[config.mk]
export PLATFORM = sky130hd
export DESIGN_NAME = sri_serial_regif
export DESIGN_NICKNAME = d
export VERILOG_FILES = /design/src/rtl/sri_pkg.sv /design/src/rtl/sri_sync.sv /design/src/rtl/sri_ones_guard.sv /design/src/rtl/sri_update_stage.sv /design/src/rtl/sri_serial_regif.sv
export SDC_FILE = /design/constraint.sdc
export NUM_CORES = 1
export LEC_CHECK = 0
export ABC_AREA = 1
export ABC_CLOCK_PERIOD_IN_PS = 4200
export BUFFER_PORTS_ARGS = -buffer_cell sky130_fd_sc_hd__buf_2
export CORE_ASPECT_RATIO = 0.8
export CORE_UTILIZATION = 43
export CTS_BUF_LIST = sky130_fd_sc_hd__clkbuf_4 sky130_fd_sc_hd__clkbuf_8
export CTS_CLUSTER_SIZE = 28
export DETAILED_ROUTE_END_ITERATION = 16
export PLACE_DENSITY = 0.64
export SLEW_MARGIN = 20
export SYNTH_ARGS = -nofsm -noshare
export SYNTH_HDL_FRONTEND = slang
export SYNTH_SLANG_ARGS = --single-unit
[constraint.sdc]
create_clock -name clk -period 4.2 [get_ports clk]
set_input_delay 0.42 -clock clk [delete_from_list [all_inputs] [get_ports clk]]
set_output_delay 0.42 -clock clk [all_outputs]
set_load 0.02 [all_outputs]
[src/rtl/sri_pkg.sv]
package sri_pkg;

  localparam int CMD_W = 8;

  typedef enum logic [1:0] {
    ST_CMD   = 2'd0,
    ST_WR    = 2'd1,
    ST_RD    = 2'd2,
    ST_CWAIT = 2'd3
  } sri_state_e;

  localparam logic [2:0] A_STAT = 3'd0;
  localparam logic [2:0] A_MODE = 3'd1;
  localparam logic [2:0] A_CONF = 3'd2;
  localparam logic [2:0] A_DATA = 3'd3;

  typedef struct packed {
    logic       bad;
    logic       rd;
    logic [2:0] addr;
    logic       cont;
    logic [1:0] rsvd;
  } sri_cmd_t;

  function automatic sri_cmd_t sri_decode(input logic [CMD_W-1:0] b);
    sri_cmd_t c;
    c.bad  = b[7];
    c.rd   = b[6];
    c.addr = b[5:3];
    c.cont = b[2];
    c.rsvd = b[1:0];
    return c;
  endfunction

endpackage

[src/rtl/sri_sync.sv]
module sri_sync #(
  parameter int WIDTH = 1,
  parameter int STAGES = 2,
  parameter logic [WIDTH-1:0] RST_VAL = '0
) (
  input  logic             clk,
  input  logic             rst_n,
  input  logic [WIDTH-1:0] d_in,
  output logic [WIDTH-1:0] d_out
);

  logic [STAGES-1:0][WIDTH-1:0] chain;

  generate
    if (STAGES == 1) begin : g_single
      always_ff @(posedge clk or negedge rst_n) begin
        if (!rst_n) chain[0] <= RST_VAL;
        else        chain[0] <= d_in;
      end
    end else begin : g_multi
      always_ff @(posedge clk or negedge rst_n) begin
        if (!rst_n) chain <= {STAGES{RST_VAL}};
        else        chain <= {chain[STAGES-2:0], d_in};
      end
    end
  endgenerate

  assign d_out = chain[STAGES-1];

endmodule

[src/rtl/sri_ones_guard.sv]
module sri_ones_guard #(
  parameter int LIMIT = 32
) (
  input  logic clk,
  input  logic rst_n,
  input  logic step,
  input  logic bit_in,
  output logic hit
);

  localparam int CW = $clog2(LIMIT);

  logic [CW-1:0] run_q;

  assign hit = step && bit_in && (run_q == CW'(LIMIT - 1));

  always_ff @(posedge clk or negedge rst_n) begin
    if (!rst_n) begin
      run_q <= '0;
    end else if (step) begin
      if (!bit_in || hit) run_q <= '0;
      else                run_q <= run_q + 1'b1;
    end
  end

endmodule

[src/rtl/sri_update_stage.sv]
module sri_update_stage #(
  parameter int DATA_W = 24,
  parameter int CHAN_W = 3
) (
  input  logic              clk,
  input  logic              rst_n,
  input  logic              upd_valid,
  input  logic [DATA_W-1:0] upd_data,
  input  logic [CHAN_W-1:0] upd_chan,
  output logic              upd_ready,
  input  logic              hold,
  input  logic              consume,
  output logic [DATA_W-1:0] data_q,
  output logic [CHAN_W-1:0] chan_q,
  output logic              rdy_n
);

  logic              stage_q;
  logic              fresh_q;
  logic [DATA_W-1:0] pend_data;
  logic [CHAN_W-1:0] pend_chan;
  logic              accept;

  assign upd_ready = !hold && !stage_q;
  assign accept    = upd_valid && upd_ready;
  assign rdy_n     = !fresh_q || stage_q;

  always_ff @(posedge clk or negedge rst_n) begin
    if (!rst_n) begin
      stage_q   <= 1'b0;
      fresh_q   <= 1'b0;
      pend_data <= '0;
      pend_chan <= '0;
      data_q    <= '0;
      chan_q    <= '0;
    end else begin
      stage_q <= accept;
      if (accept) begin
        pend_data <= upd_data;
        pend_chan <= upd_chan;
      end
      if (stage_q) begin
        data_q  <= pend_data;
        chan_q  <= pend_chan;
        fresh_q <= 1'b1;
      end else if (consume) begin
        fresh_q <= 1'b0;
      end
    end
  end

endmodule

[src/rtl/sri_serial_regif.sv]
module sri_serial_regif
  import sri_pkg::*;
#(
  parameter int REG_W       = 24,
  parameter int CHAN_W      = 3,
  parameter int APPEND_BIT  = 4,
  parameter int RESET_ONES  = 32,
  parameter int SYNC_STAGES = 2
) (
  input  logic              clk,
  input  logic              rst_n,
  input  logic              cs_n,
  input  logic              sclk,
  input  logic              din,
  output logic              dout_rdy,
  output logic              dout_oe,
  input  logic              upd_valid,
  input  logic [REG_W-1:0]  upd_data,
  input  logic [CHAN_W-1:0] upd_chan,
  output logic              upd_ready
);

  localparam int STAT_W  = 8;
  localparam int FRAME_W = REG_W + STAT_W;
  localparam int CNT_W   = $clog2(FRAME_W + 1);
  localparam logic [CMD_W-1:0] EXIT_CMD = {1'b0, 1'b1, A_DATA, 1'b0, 2'b00};

  // input conditioning
  logic cs_s, sclk_s, din_s, sclk_d;

  sri_sync #(
    .WIDTH  (3),
    .STAGES (SYNC_STAGES),
    .RST_VAL(3'b111)
  ) u_sync (
    .clk  (clk),
    .rst_n(rst_n),
    .d_in ({cs_n, sclk, din}),
    .d_out({cs_s, sclk_s, din_s})
  );

  always_ff @(posedge clk or negedge rst_n) begin
    if (!rst_n) sclk_d <= 1'b1;
    else        sclk_d <= sclk_s;
  end

  logic act, rise, fall;
  assign act  = !cs_s;
  assign rise = act && sclk_s && !sclk_d;
  assign fall = act && !sclk_s && sclk_d;

  // state
  sri_state_e         st;
  logic [CNT_W-1:0]   bit_cnt;
  logic [CNT_W-1:0]   len_q;
  logic [CMD_W-1:0]   cmd_sr;
  logic [REG_W-1:0]   in_sr;
  logic [FRAME_W-1:0] out_sr;
  logic               out_bit;
  logic [2:0]         waddr;
  logic               rd_data;
  logic               cont_mode;
  logic [REG_W-1:0]   mode_q;
  logic [REG_W-1:0]   conf_q;

  // data register and ready flag
  logic [REG_W-1:0]  data_q;
  logic [CHAN_W-1:0] chan_q;
  logic              rdy_n;
  logic              hold;
  logic              consume;

  sri_update_stage #(
    .DATA_W(REG_W),
    .CHAN_W(CHAN_W)
  ) u_upd (
    .clk      (clk),
    .rst_n    (rst_n),
    .upd_valid(upd_valid),
    .upd_data (upd_data),
    .upd_chan (upd_chan),
    .upd_ready(upd_ready),
    .hold     (hold),
    .consume  (consume),
    .data_q   (data_q),
    .chan_q   (chan_q),
    .rdy_n    (rdy_n)
  );

  // ones-run resynchronisation
  logic hit;

  sri_ones_guard #(
    .LIMIT(RESET_ONES)
  ) u_guard (
    .clk   (clk),
    .rst_n (rst_n),
    .step  (rise),
    .bit_in(din_s),
    .hit   (hit)
  );

  // command decode
  logic [CMD_W-1:0] cmd_byte;
  sri_cmd_t         dec;
  assign cmd_byte = {cmd_sr[CMD_W-2:0], din_s};
  assign dec      = sri_decode(cmd_byte);

  logic [STAT_W-1:0] stat_b;
  always_comb begin
    stat_b = '0;
    stat_b[STAT_W-1] = rdy_n;
    stat_b[CHAN_W-1:0] = chan_q;
  end

  logic               append;
  logic [2:0]         sel_addr;
  logic [FRAME_W-1:0] rd_word;
  logic [CNT_W-1:0]   rd_len;

  assign append   = mode_q[APPEND_BIT];
  assign sel_addr = (st == ST_CWAIT) ? A_DATA : dec.addr;

  always_comb begin
    rd_word = '0;
    rd_len  = CNT_W'(STAT_W);
    case (sel_addr)
      A_STAT: begin
        rd_word = {stat_b, {REG_W{1'b0}}};
        rd_len  = CNT_W'(STAT_W);
      end
      A_MODE: begin
        rd_word = {mode_q, {STAT_W{1'b0}}};
        rd_len  = CNT_W'(REG_W);
      end
      A_CONF: begin
        rd_word = {conf_q, {STAT_W{1'b0}}};
        rd_len  = CNT_W'(REG_W);
      end
      A_DATA: begin
        rd_word = append ? {data_q, stat_b} : {data_q, {STAT_W{1'b0}}};
        rd_len  = append ? CNT_W'(FRAME_W) : CNT_W'(REG_W);
      end
      default: begin
        rd_word = '0;
        rd_len  = CNT_W'(STAT_W);
      end
    endcase
  end

  logic cmd_done, start_rd, start_wr, cont_load;
  logic last_bit, rd_done, exit_now;
  logic [REG_W-1:0] wr_word;

  assign cmd_done  = rise && (st == ST_CMD) && (bit_cnt == CNT_W'(CMD_W - 1));
  assign start_rd  = cmd_done && !dec.bad && dec.rd;
  assign start_wr  = cmd_done && !dec.bad && !dec.rd &&
                     ((dec.addr == A_MODE) || (dec.addr == A_CONF));
  assign cont_load = (st == ST_CWAIT) && act && sclk_s && !rdy_n;
  assign last_bit  = rise && (bit_cnt == (len_q - CNT_W'(1)));
  assign rd_done   = (st == ST_RD) && last_bit;
  assign exit_now  = (st == ST_RD) && rise && cont_mode &&
                     (bit_cnt[2:0] == 3'd7) && (cmd_byte == EXIT_CMD);
  assign consume   = rd_done && rd_data;
  assign hold      = (st == ST_RD) || start_rd || cont_load;
  assign wr_word   = {in_sr[REG_W-2:0], din_s};

  always_ff @(posedge clk or negedge rst_n) begin
    if (!rst_n) begin
      st        <= ST_CMD;
      bit_cnt   <= '0;
      len_q     <= CNT_W'(STAT_W);
      cmd_sr    <= '0;
      in_sr     <= '0;
      out_sr    <= '0;
      out_bit   <= 1'b1;
      waddr     <= '0;
      rd_data   <= 1'b0;
      cont_mode <= 1'b0;
      mode_q    <= '0;
      conf_q    <= '0;
    end else if (hit) begin
      st        <= ST_CMD;
      bit_cnt   <= '0;
      cmd_sr    <= '0;
      cont_mode <= 1'b0;
    end else begin
      if (fall && (st == ST_RD)) begin
        out_bit <= out_sr[FRAME_W-1];
        out_sr  <= {out_sr[FRAME_W-2:0], 1'b0};
      end
      if (exit_now) cont_mode <= 1'b0;

      case (st)
        ST_CMD: begin
          if (rise) begin
            cmd_sr <= cmd_byte;
            if (cmd_done) begin
              bit_cnt <= '0;
              if (start_rd) begin
                st      <= ST_RD;
                out_sr  <= rd_word;
                len_q   <= rd_len;
                out_bit <= 1'b0;
                rd_data <= (dec.addr == A_DATA);
                if ((dec.addr == A_DATA) && dec.cont) cont_mode <= 1'b1;
              end else if (start_wr) begin
                st    <= ST_WR;
                waddr <= dec.addr;
                len_q <= CNT_W'(REG_W);
              end
            end else begin
              bit_cnt <= bit_cnt + 1'b1;
            end
          end
        end
        ST_WR: begin
          if (rise) begin
            in_sr <= wr_word;
            if (last_bit) begin
              st      <= ST_CMD;
              bit_cnt <= '0;
              if (waddr == A_MODE) mode_q <= wr_word;
              else                 conf_q <= wr_word;
            end else begin
              bit_cnt <= bit_cnt + 1'b1;
            end
          end
        end
        ST_RD: begin
          if (rise) begin
            cmd_sr <= cmd_byte;
            if (last_bit) begin
              bit_cnt <= '0;
              st      <= (cont_mode && !exit_now) ? ST_CWAIT : ST_CMD;
            end else begin
              bit_cnt <= bit_cnt + 1'b1;
            end
          end
        end
        ST_CWAIT: begin
          if (cont_load) begin
            st      <= ST_RD;
            out_sr  <= rd_word;
            len_q   <= rd_len;
            out_bit <= 1'b0;
            rd_data <= 1'b1;
            bit_cnt <= '0;
          end
        end
        default: st <= ST_CMD;
      endcase
    end
  end

  assign dout_rdy = (st == ST_RD) ? out_bit : rdy_n;
  assign dout_oe  = act;

endmodule

# Word level (Yosys, flattened, before mapping)
# Index checks and enable logic that the tools add are counted.
# W data, S select, Z words.
# classes
n_addsub	3
eq_ne	29
muxes	61
bitwise	3
reduce_logical	61
# op_table
operator	count
$mux W32	5
$pmux W32 S4	1
$mux W6	12
$pmux W32 S2	1
$logic_and A1 B1 Y1	27
$pmux W6 S2	2
$mux W2	11
$mux W7	3
$ne A3 B2 Y1 const B	7
$mux W1	19
$pmux W6 S3	1
$reduce_and A6 Y1	3
$eq A3 B2 Y1 const B	4
$logic_not A1 Y1	11
$reduce_and A5 Y1	2
$eq A3 B1 Y1 const B	3
$eq A8 B7 Y1 const B	1
$mux W8	1
$ne A2 B2 Y1 const B	4
$pmux W2 S4	1
$reduce_and A8 Y1	1
$reduce_bool A2 Y1	4
$add A6 B1 Y6 const B	1
$eq A6 B3 Y1 const B	1
20 further kinds	31
# word_totals
regBits	198
in_bits	33
output_inout_bits	3

# Depth between registers and ports, before layout
# Gate-level depths: netlist of the first run.
# logic_depth
ltp_word	14
mapped_depth	14
ltp_nobuf	14

# Hierarchy
# Synthesis of the first run repeated with hierarchy kept, for this count alone.
# hier_totals
hier_cells	1276
hier_area_um2	9735.6
# modules_own_cells
mod	instances	cells_per_inst	area_per_inst_um2	seq_area_each_um2
sri_serial_regif	1	992	7079.3	3206.8
sri_update_stage	1	239	2183.3	1401.3
sri_ones_guard	1	36	292.8	125.1
sri_sync	1	9	180.2	157.7

# Worst setup path before layout of the first run
# Ideal clock, no wire load.
# synth_path
path_type	register to register
startpoint	register len_q[3]
endpoint	register conf_q[18]
setup_time_ns	0.130
t_arrival_ns	1.775
setup_slack_ns	2.295
stages_incl_launch_ff	15
n_path_buf	2
cell_sequence	dfstp_2 inv_1 ha_1 nand2_1 inv_1 nor2_1 nand2_1 nor2_1 nand2_1 nor2_1 nand2_1 buf_6 buf_6 nand2_1 o21ai_1
# synth_between
elab_chain_cells	4
# synth_rtl
element	line_no	source
from (decl)	sri_serial_regif.sv:55	logic [CNT_W-1:0] len_q;
from (signal assigned)	sri_serial_regif.sv:172	len_q <= CNT_W'(STAT_W);
from (signal assigned)	sri_serial_regif.sv:203	len_q <= rd_len;
from (signal assigned)	sri_serial_regif.sv:210	len_q <= CNT_W'(REG_W);
$sub A6 B1 Y6	sri_serial_regif.sv:160	assign last_bit = rise && (bit_cnt == (len_q - CNT_W'(1)));
$eq A6 B6 Y1	sri_serial_regif.sv:160	
$logic_and A1 B1 Y1	sri_serial_regif.sv:160	
$reduce_and A5 Y1 (no line)	-	
to (signal assigned)	sri_serial_regif.sv:224	else conf_q <= wr_word;
to (decl)	sri_serial_regif.sv:64	logic [REG_W-1:0] conf_q;
# Every way passes these cells.
# A chain may end at the register's enable or synchronous reset.

# Worst setup path after layout of the first run
# layout_path
startpoint	register u_guard.run_q[1]
endpoint	register mode_q[19]
# layout_between
elab_chain_cells	4
# layout_rtl
element	line_no	source
from (decl)	sri_ones_guard.sv:13	logic [CW-1:0] run_q;
from (signal assigned)	sri_ones_guard.sv:22	else run_q <= run_q + 1'b1;
$eq A5 B5 Y1	sri_ones_guard.sv:15	assign hit = step && bit_in && (run_q == CW'(LIMIT - 1));
$logic_and A1 B1 Y1	sri_ones_guard.sv:15	
$not A1 Y1 (no line)	-	
$reduce_and A5 Y1 (no line)	-	
to (signal assigned)	sri_serial_regif.sv:223	if (waddr == A_MODE) mode_q <= wr_word;
to (decl)	sri_serial_regif.sv:63	logic [REG_W-1:0] mode_q;
# Every way passes these cells.

==> run_results.csv, run 1 <==
group,metric,value,unit
worst_setup_path,slowest_stage,"nand4_2",
clock_network,numCtsBuffers,17,
timing,fin_crit_sh,0.650,
worst_setup_path,max_stage_delay,0.43,ns
worst_setup_path,cp_max_fo,32,
placement,dp.cells,1377,
synth,ys_seq_area_frac,0.543,
detailed_routing,viasPerCell,5.00,
timing,fin_ws,1.47,ns
worst_setup_path,cp.arrival,3.09,ns
clock_network,cts_max_level,4,
worst_setup_path,cp_cell_sequence,"ha_1, inv_1, nor3_1, ha_1, nand2_1, inv_1, nand2_2, inv_2, buf_4, nor2_1, nand4_2, buf_4, nand2_1, o21ai_1",
power_and_ir_drop,power.density,523,mW/mm^2
die,pin_count,36,
timing,fin_tns_setup,0,ns
global_routing,grt_pass1_wl,34800,microns
timing,rsz0062_at_grt,"no",
detailed_routing,drt_iter0_markers,590,
power_and_ir_drop,p_clk_frac,0.253,
cells_and_area,antenna_cells,0,
clock_network,root_buffer,"clkbuf_8",
global_routing,grt_max_degree,122,
clock_network,post_cts.repair.setup_buffers,0,
timing,final.setup_skew,0.0157,ns
synth,syn_area_per_cell,8.12,sq um
global_routing,track_usage,0.205,
worst_setup_path,critPathRequiredTime,4.55,ns
clock_network,clock_sinks,195,
timing,fmax,0.366,GHz
detailed_routing,drcViolationCount,0,
worst_setup_path,endpoint_kind,"flop",
placement,place_area,0.00940,sq mm
synth,syn-cell-area,0.00901,sq mm
detailed_routing,via_count,7066,
flow_run,cap_violations,0,
worst_setup_path,path_class,"reg2reg",
power_and_ir_drop,p_int,0.00323,W
synth,synth_cells,1110,
synth,synth_area_leaders,"dfrtp_1 52%, nand2_1 21%, nand3_1 3.3%",
cells_and_area,final_layout_size_suffix_gt1_frac,0.0991,
clock_network,ctsLongestPathBuffers,2,
synth,synth-async-reset-ratio,1.00,
synth,synth.top_cell.area_share,0.516,
min_path,hp-class,"in2reg",
clock_network,clkTransAtPathRegs,0.11,ns
clock_network,cts_tree,"built",
global_routing,grt_pass1_vias,6785,
detailed_routing,ant_nets,0,
synth,synth_edf_count,0,
die,fp.dieH,131,microns
power_and_ir_drop,max-vdd-ir-drop,0.248,mV
timing,timing_hold_violations_final,0,
placement,hpwl,13700,microns
cells_and_area,stdcell_count,1414,
placement,dp_slack,1.45,ns
global_routing,grt_overflow,0,
timing,finalCriticalPeriod,2.73,ns
die,die_area,0.0215,sq mm
die,initial_core_util,0.446,
synth,synth_top_flop_cell,"dfrtp_1",
status,status,"finished clean",
placement,routabilityCongestion,0.902,
timing,relSlewSlack,0.337,
global_routing,antenna_found_initial,0,
synth,synth_nets,1152,
clock_network,insertion_delay,0.48,ns
timing,worst_pin_slew,0.991,ns
worst_setup_path,startpoint_type,"flop",
synth,synth_top_cell_by_area,"dfrtp_1",
power_and_ir_drop,switchingPower,0.00195,W
power_and_ir_drop,combPwrFrac,0.269,
detailed_routing,wl,20300,microns
power_and_ir_drop,p_seq_frac,0.478,
die,core-area,0.0202,sq mm
timing,setup_viol,0,
synth,ys_ff_latch,195,
cells_and_area,num-nets-final,1179,
timing,whs,0.124,ns
cells_and_area,areaGrowthSynthToFinish,9.84,%
detailed_routing,first_pass_iters,5,
timing,drv_slew,0,
power_and_ir_drop,swShare,0.377,
power_and_ir_drop,p_leak,5.14,nW
die,num_rows,46,
die,fp.dieW,164,microns
cells_and_area,final_cell_area,0.00990,sq mm
placement,portBuffers,35,
synth,yosys_warnings,0,
synth,synth.distinct_cells,36,
detailed_routing,wire_per_inst,14.3,microns
[through the flow]
stage	util	total power [W]
floorplan	-	0.00346
global placement	0.465	0.00387
detailed placement	0.465	0.00390
CTS	0.487	0.00522
global route	0.490	0.00554
finish	0.490	0.00518
[synth_stat cells, drive strengths merged, types with 9 or more instances]
cell	count
o21ai	117
nand3	61
nor2	38
dfrtp	186
clkbuf	13
dfstp	9
mux2i	20
ha	9
inv	84
a21oi	10
nand4	12
nand2	495
buf	34
[critical path, delay by kind of cell (launching register included)]
family,cells,cell delay [ns]
flops,1,0.41
fa+ha+maj,2,0.40
compound gates,1,0.05
simple gates,6,0.93
buf+inv,5,0.80
[cell families (layout without fill, tap and decap cells)]
group	count (synthesis)	after routing	share of synthesized area
simple gates	612	612	0.273
buf+inv	132	172	0.0634
flops	195	195	0.543
fa+ha+maj	9	9	0.0125
xor+xnor	3	3	0.00292
mux	20	20	0.0222
compound gates	139	139	0.0832
[per-layer routing]
layer | wire length (microns) | track usage | vias up
li1 | - | - | 3562
met1 | 10300 | 0.315 | 3339
met2 | 8820 | 0.293 | 145
met3 | 903 | 0.0423 | 20
met4 | 268 | 0.0484 | 0
met5 | 0 | 0 | -
[sequential cells by signal, summed over array words and instances, names as in the netlist, 2 cells and up]
register         count
u_guard.run_q        5
bit_cnt              6
mode_q              24
u_upd.data_q        24
u_upd.chan_q         3
out_sr              32
u_sync.chain         3
u_sync.d_out         3
cmd_sr               7
u_upd.pend_chan      3
len_q                3
st                   2
u_upd.pend_data     24
waddr                3
in_sr               23
conf_q              24
[path summary, 6_finish.rpt]
path                                  startpoint             endpoint  slack (ns)  cells after the start
worst max register to register  u_guard.run_q[1]           mode_q[19]        1.47                     14
worst min-delay path                upd_data[10]  u_upd.pend_data[10]        0.12                      3
max in group asynchronous                  rst_n           out_sr[20]        2.67                      4
min in group asynchronous                  rst_n           bit_cnt[1]        0.39                      2
worst max-delay path            u_guard.run_q[1]           mode_q[19]        1.47                     14
worst min register to register   u_sync.chain[0]      u_sync.d_out[0]        0.36                      0
[what timing repair did]
| item | 4_1_cts | 5_1_grt |
|---|---|---|
| gates resized for setup | 0 | 0 |
| endpoints found under the hold margin | 0 | 30 |
| hold buffers | 0 | 4 |
| setup endpoints to repair | 0 | 0 |
[area by class of cell]
type / count / area, sq um
Fill cell: 1981 / 10300
Sequential cell: 195 / 4890
Multi-Input combinational cell: 783 / 3560
Timing Repair Buffer: 55 / 364
Tap cell: 264 / 330
Inverter: 85 / 322
Clock buffer: 18 / 248
Clock inverter: 14 / 184
[layout by cell type, fill, tap and decap left out, types with 9 or more instances in the layout]
cell / instances
nand2_1: 493
dfrtp_1: 186
inv_1: 77
nand3_1: 59
o21ai_1: 57
o21ai_0: 56
nor2_1: 36
buf_2: 34
mux2i_1: 20
clkbuf_8: 19
buf_4: 15
nand4_1: 10
a21oi_1: 9
ha_1: 9
dfstp_2: 9
[power by group through the flow]
stage | sequential (W) | combinational [W] | clock (W)
2_1_floorplan | 0.00244 | 0.00102 | 0
3_3_place_gp | 0.00250 | 0.00137 | 0
3_5_place_dp | 0.00251 | 0.00139 | 0
4_1_cts | 0.00248 | 0.00140 | 0.00134
5_1_grt | 0.00252 | 0.00159 | 0.00142
6_report | 0.00248 | 0.00139 | 0.00131
Note: power is estimated with default switching activity, not from simulation.
==> inputs of run 2 (changes only) <==
--- a/config.mk
+++ b/config.mk
@@ -6,7 +6,7 @@
 export NUM_CORES = 1
 export LEC_CHECK = 0
 export ABC_AREA = 1
-export ABC_CLOCK_PERIOD_IN_PS = 4200
+export ABC_CLOCK_PERIOD_IN_PS = 2900
 export BUFFER_PORTS_ARGS = -buffer_cell sky130_fd_sc_hd__buf_2
 export CORE_ASPECT_RATIO = 0.8
 export CORE_UTILIZATION = 43
==> constraint.sdc (replaced) <==
create_clock -name clk -period 2.9 [get_ports clk]
set_input_delay 0.29 -clock clk [delete_from_list [all_inputs] [get_ports clk]]
set_output_delay 0.29 -clock clk [all_outputs]
set_load 0.02 [all_outputs]
==> run 2 against run 1 <==
  * Flip-flop and latch count unchanged
  * Critical endpoint is now conf_q[20]
  * Clock power increased by 38%
  * First-iteration DRC count decreased by 16%
==> run_results.csv, run 2 (synthesis results as in run 1) <==
group,metric,value,unit
global_routing,grt_pass1_wl,34800,microns
placement,hpwl,13800,microns
worst_setup_path,worst_r2r_path_depth,13,
cells_and_area,final_common_cell,"nand2_1",
timing,fmax,0.395,GHz
worst_setup_path,critPathRequiredTime,3.30,ns
clock_network,clock_sinks,195,
timing,setup_viol,0,
placement,dp.cells,1384,
global_routing,grt_max_degree,79,
timing,finalCriticalPeriod,2.53,ns
detailed_routing,via_count,7158,
die,pin_count,36,
global_routing,antenna_found_initial,0,
timing,final.setup_skew,0.0203,ns
global_routing,track_usage,0.205,
clock_network,insertion_delay,0.49,ns
clock_network,cts_max_level,4,
power_and_ir_drop,combPwrFrac,0.279,
power_and_ir_drop,p_seq_frac,0.480,
die,num_rows,46,
min_path,hp-class,"in2reg",
cells_and_area,areaGrowthSynthToFinish,13.0,%
power_and_ir_drop,p_clk_frac,0.241,
worst_setup_path,reg2reg_to,"conf_q[20]",
clock_network,cts_tree,"built",
clock_network,ctsLongestPathBuffers,2,
clock_network,numCtsBuffers,17,
detailed_routing,wire_per_inst,14.3,microns
worst_setup_path,cp.arrival,2.93,ns
timing,relSlewSlack,0.552,
cells_and_area,largest_register_ffs,32,
worst_setup_path,path_class,"reg2reg",
cells_and_area,regMostFlops,"out_sr",
power_and_ir_drop,max-vdd-ir-drop,0.340,mV
worst_setup_path,startpoint_type,"flop",
power_and_ir_drop,p_int,0.00466,W
timing,fin_crit_sh,0.873,
die,fp.dieW,164,microns
worst_setup_path,cp_max_fo,48,
cells_and_area,antenna_cells,0,
worst_setup_path,crit_path_end,"conf_q[20]",
cells_and_area,stdcell_count,1446,
power_and_ir_drop,power.density,737,mW/mm^2
flow_run,cap_violations,0,
status,status,"finished clean",
timing,rsz0062_at_grt,"no",
worst_setup_path,endpoint_kind,"flop",
power_and_ir_drop,switchingPower,0.00285,W
worst_setup_path,r2r-start,"u_guard.run_q[0]",
clock_network,clkTransAtPathRegs,0.11,ns
detailed_routing,drt_iter0_markers,495,
global_routing,grt_pass1_vias,6884,
die,core-area,0.0202,sq mm
global_routing,grt_overflow,0,
clock_network,root_buffer,"clkbuf_8",
die,initial_core_util,0.446,
placement,routabilityCongestion,0.878,
die,fp.dieH,131,microns
placement,portBuffers,35,
cells_and_area,final_layout_size_suffix_gt1_frac,0.102,
timing,fin_tns_setup,0,ns
clock_network,post_cts.repair.setup_buffers,0,
detailed_routing,drcViolationCount,0,
timing,timing_hold_violations_final,0,
detailed_routing,wl,20600,microns
worst_setup_path,r2r_setup_slack,0.37,ns
power_and_ir_drop,p_leak,5.25,nW
worst_setup_path,crit_start,"u_guard.run_q[0]",
die,die_area,0.0215,sq mm
cells_and_area,final_cell_mix,"493 x nand2_1, 186 x dfrtp_1, 77 x inv_1, 59 x nand3_1, 57 x o21ai_1",
detailed_routing,first_pass_iters,6,
cells_and_area,num-nets-final,1211,
timing,worst_pin_slew,0.672,ns
timing,drv_slew,0,
detailed_routing,viasPerCell,4.95,
detailed_routing,ant_nets,0,
power_and_ir_drop,swShare,0.380,
run 2: cell types whose count changed in the layout (fill, tap and decap cells not counted):
cell and change:
clkinv_8 -1, clkinv_2 -1, clkinvlp_4 +3, inv_6 -1
buf_4 +5, buf_12 +2, inv_8 +1, buf_16 -1
bufinv_16 -1, dlygate4sd3_1 +26
run 2: layer usage:
metal | share of wire | GRT usage | vias up
met4 | 0.018 | 0.0756 | 0
met3 | 0.035 | 0.0328 | 26
met2 | 0.45 | 0.306 | 128
met1 | 0.50 | 0.299 | 3362
li1 | - | - | 3642
met5 | 0 | 0 | -
run 2: power by group through the flow:
stage | Clock, W | Combinational, W | Sequential [W]
floorplan | 0 | 0.00148 | 0.00353
global placement | 0 | 0.00203 | 0.00365
CTS | 0.00186 | 0.00210 | 0.00360
global route | 0.00195 | 0.00237 | 0.00367
detailed placement | 0 | 0.00207 | 0.00365
finish | 0.00181 | 0.00209 | 0.00360
run 2: final cells by class:
class / count / area (sq um)
sequential: 195 / 4890
inverter: 85 / 322
clock inverter: 14 / 158
clock buffer: 18 / 248
multi-input combinational: 783 / 3560
timing repair buffer: 87 / 674
tap: 264 / 330
fill: 1965 / 10000
run 2: per-stage QoR:
step	cell area, sq um	power (W)	util	hold WS (ns)	setup slack, ns
after detailed placement	9480	0.00571	0.469	0.348	0.418
final	10200	0.00751	0.504	0.0151	0.369
after global placement	9480	0.00568	0.469	0.346	0.514
after floorplan	9010	0.00501	-	-0.00559	0.995
after CTS	10200	0.00757	0.504	0.000302	0.378
after global routing	10200	0.00799	0.504	0.0223	0.105
run 2: what timing repair did:
| item | in CTS | in global routing |
|---|---|---|
| hold buffers | 30 | 0 |
| hold endpoints to repair | 101 | 0 |
| resized for setup | 0 | 0 |
run 2: worst max-delay path, cell delays in order, from the launching register on:
cell     delay, ns
dfrtp_1       0.37
ha_1          0.17
inv_1         0.05
nor3_1        0.15
ha_1          0.19
nand2_1       0.07
inv_1         0.12
nand2_2       0.20
inv_2         0.23
nor2_1        0.10
nand2_1       0.07
buf_4         0.45
nand2_1       0.10
o21ai_1       0.13
run 2: worst min-delay path by stage:
stage                         start                   to  slack [ns]  depth (start not counted)
floorplan                     rst_n           bit_cnt[0]      -0.006                          0
global placement    u_sync.chain[0]      u_sync.d_out[0]        0.35                          0
detailed placement  u_sync.chain[0]      u_sync.d_out[0]        0.35                          0
CTS                    upd_data[17]  u_upd.pend_data[17]      0.0003                          3
global route           upd_data[17]  u_upd.pend_data[17]        0.02                          3
finish                 upd_data[17]  u_upd.pend_data[17]        0.02                          3
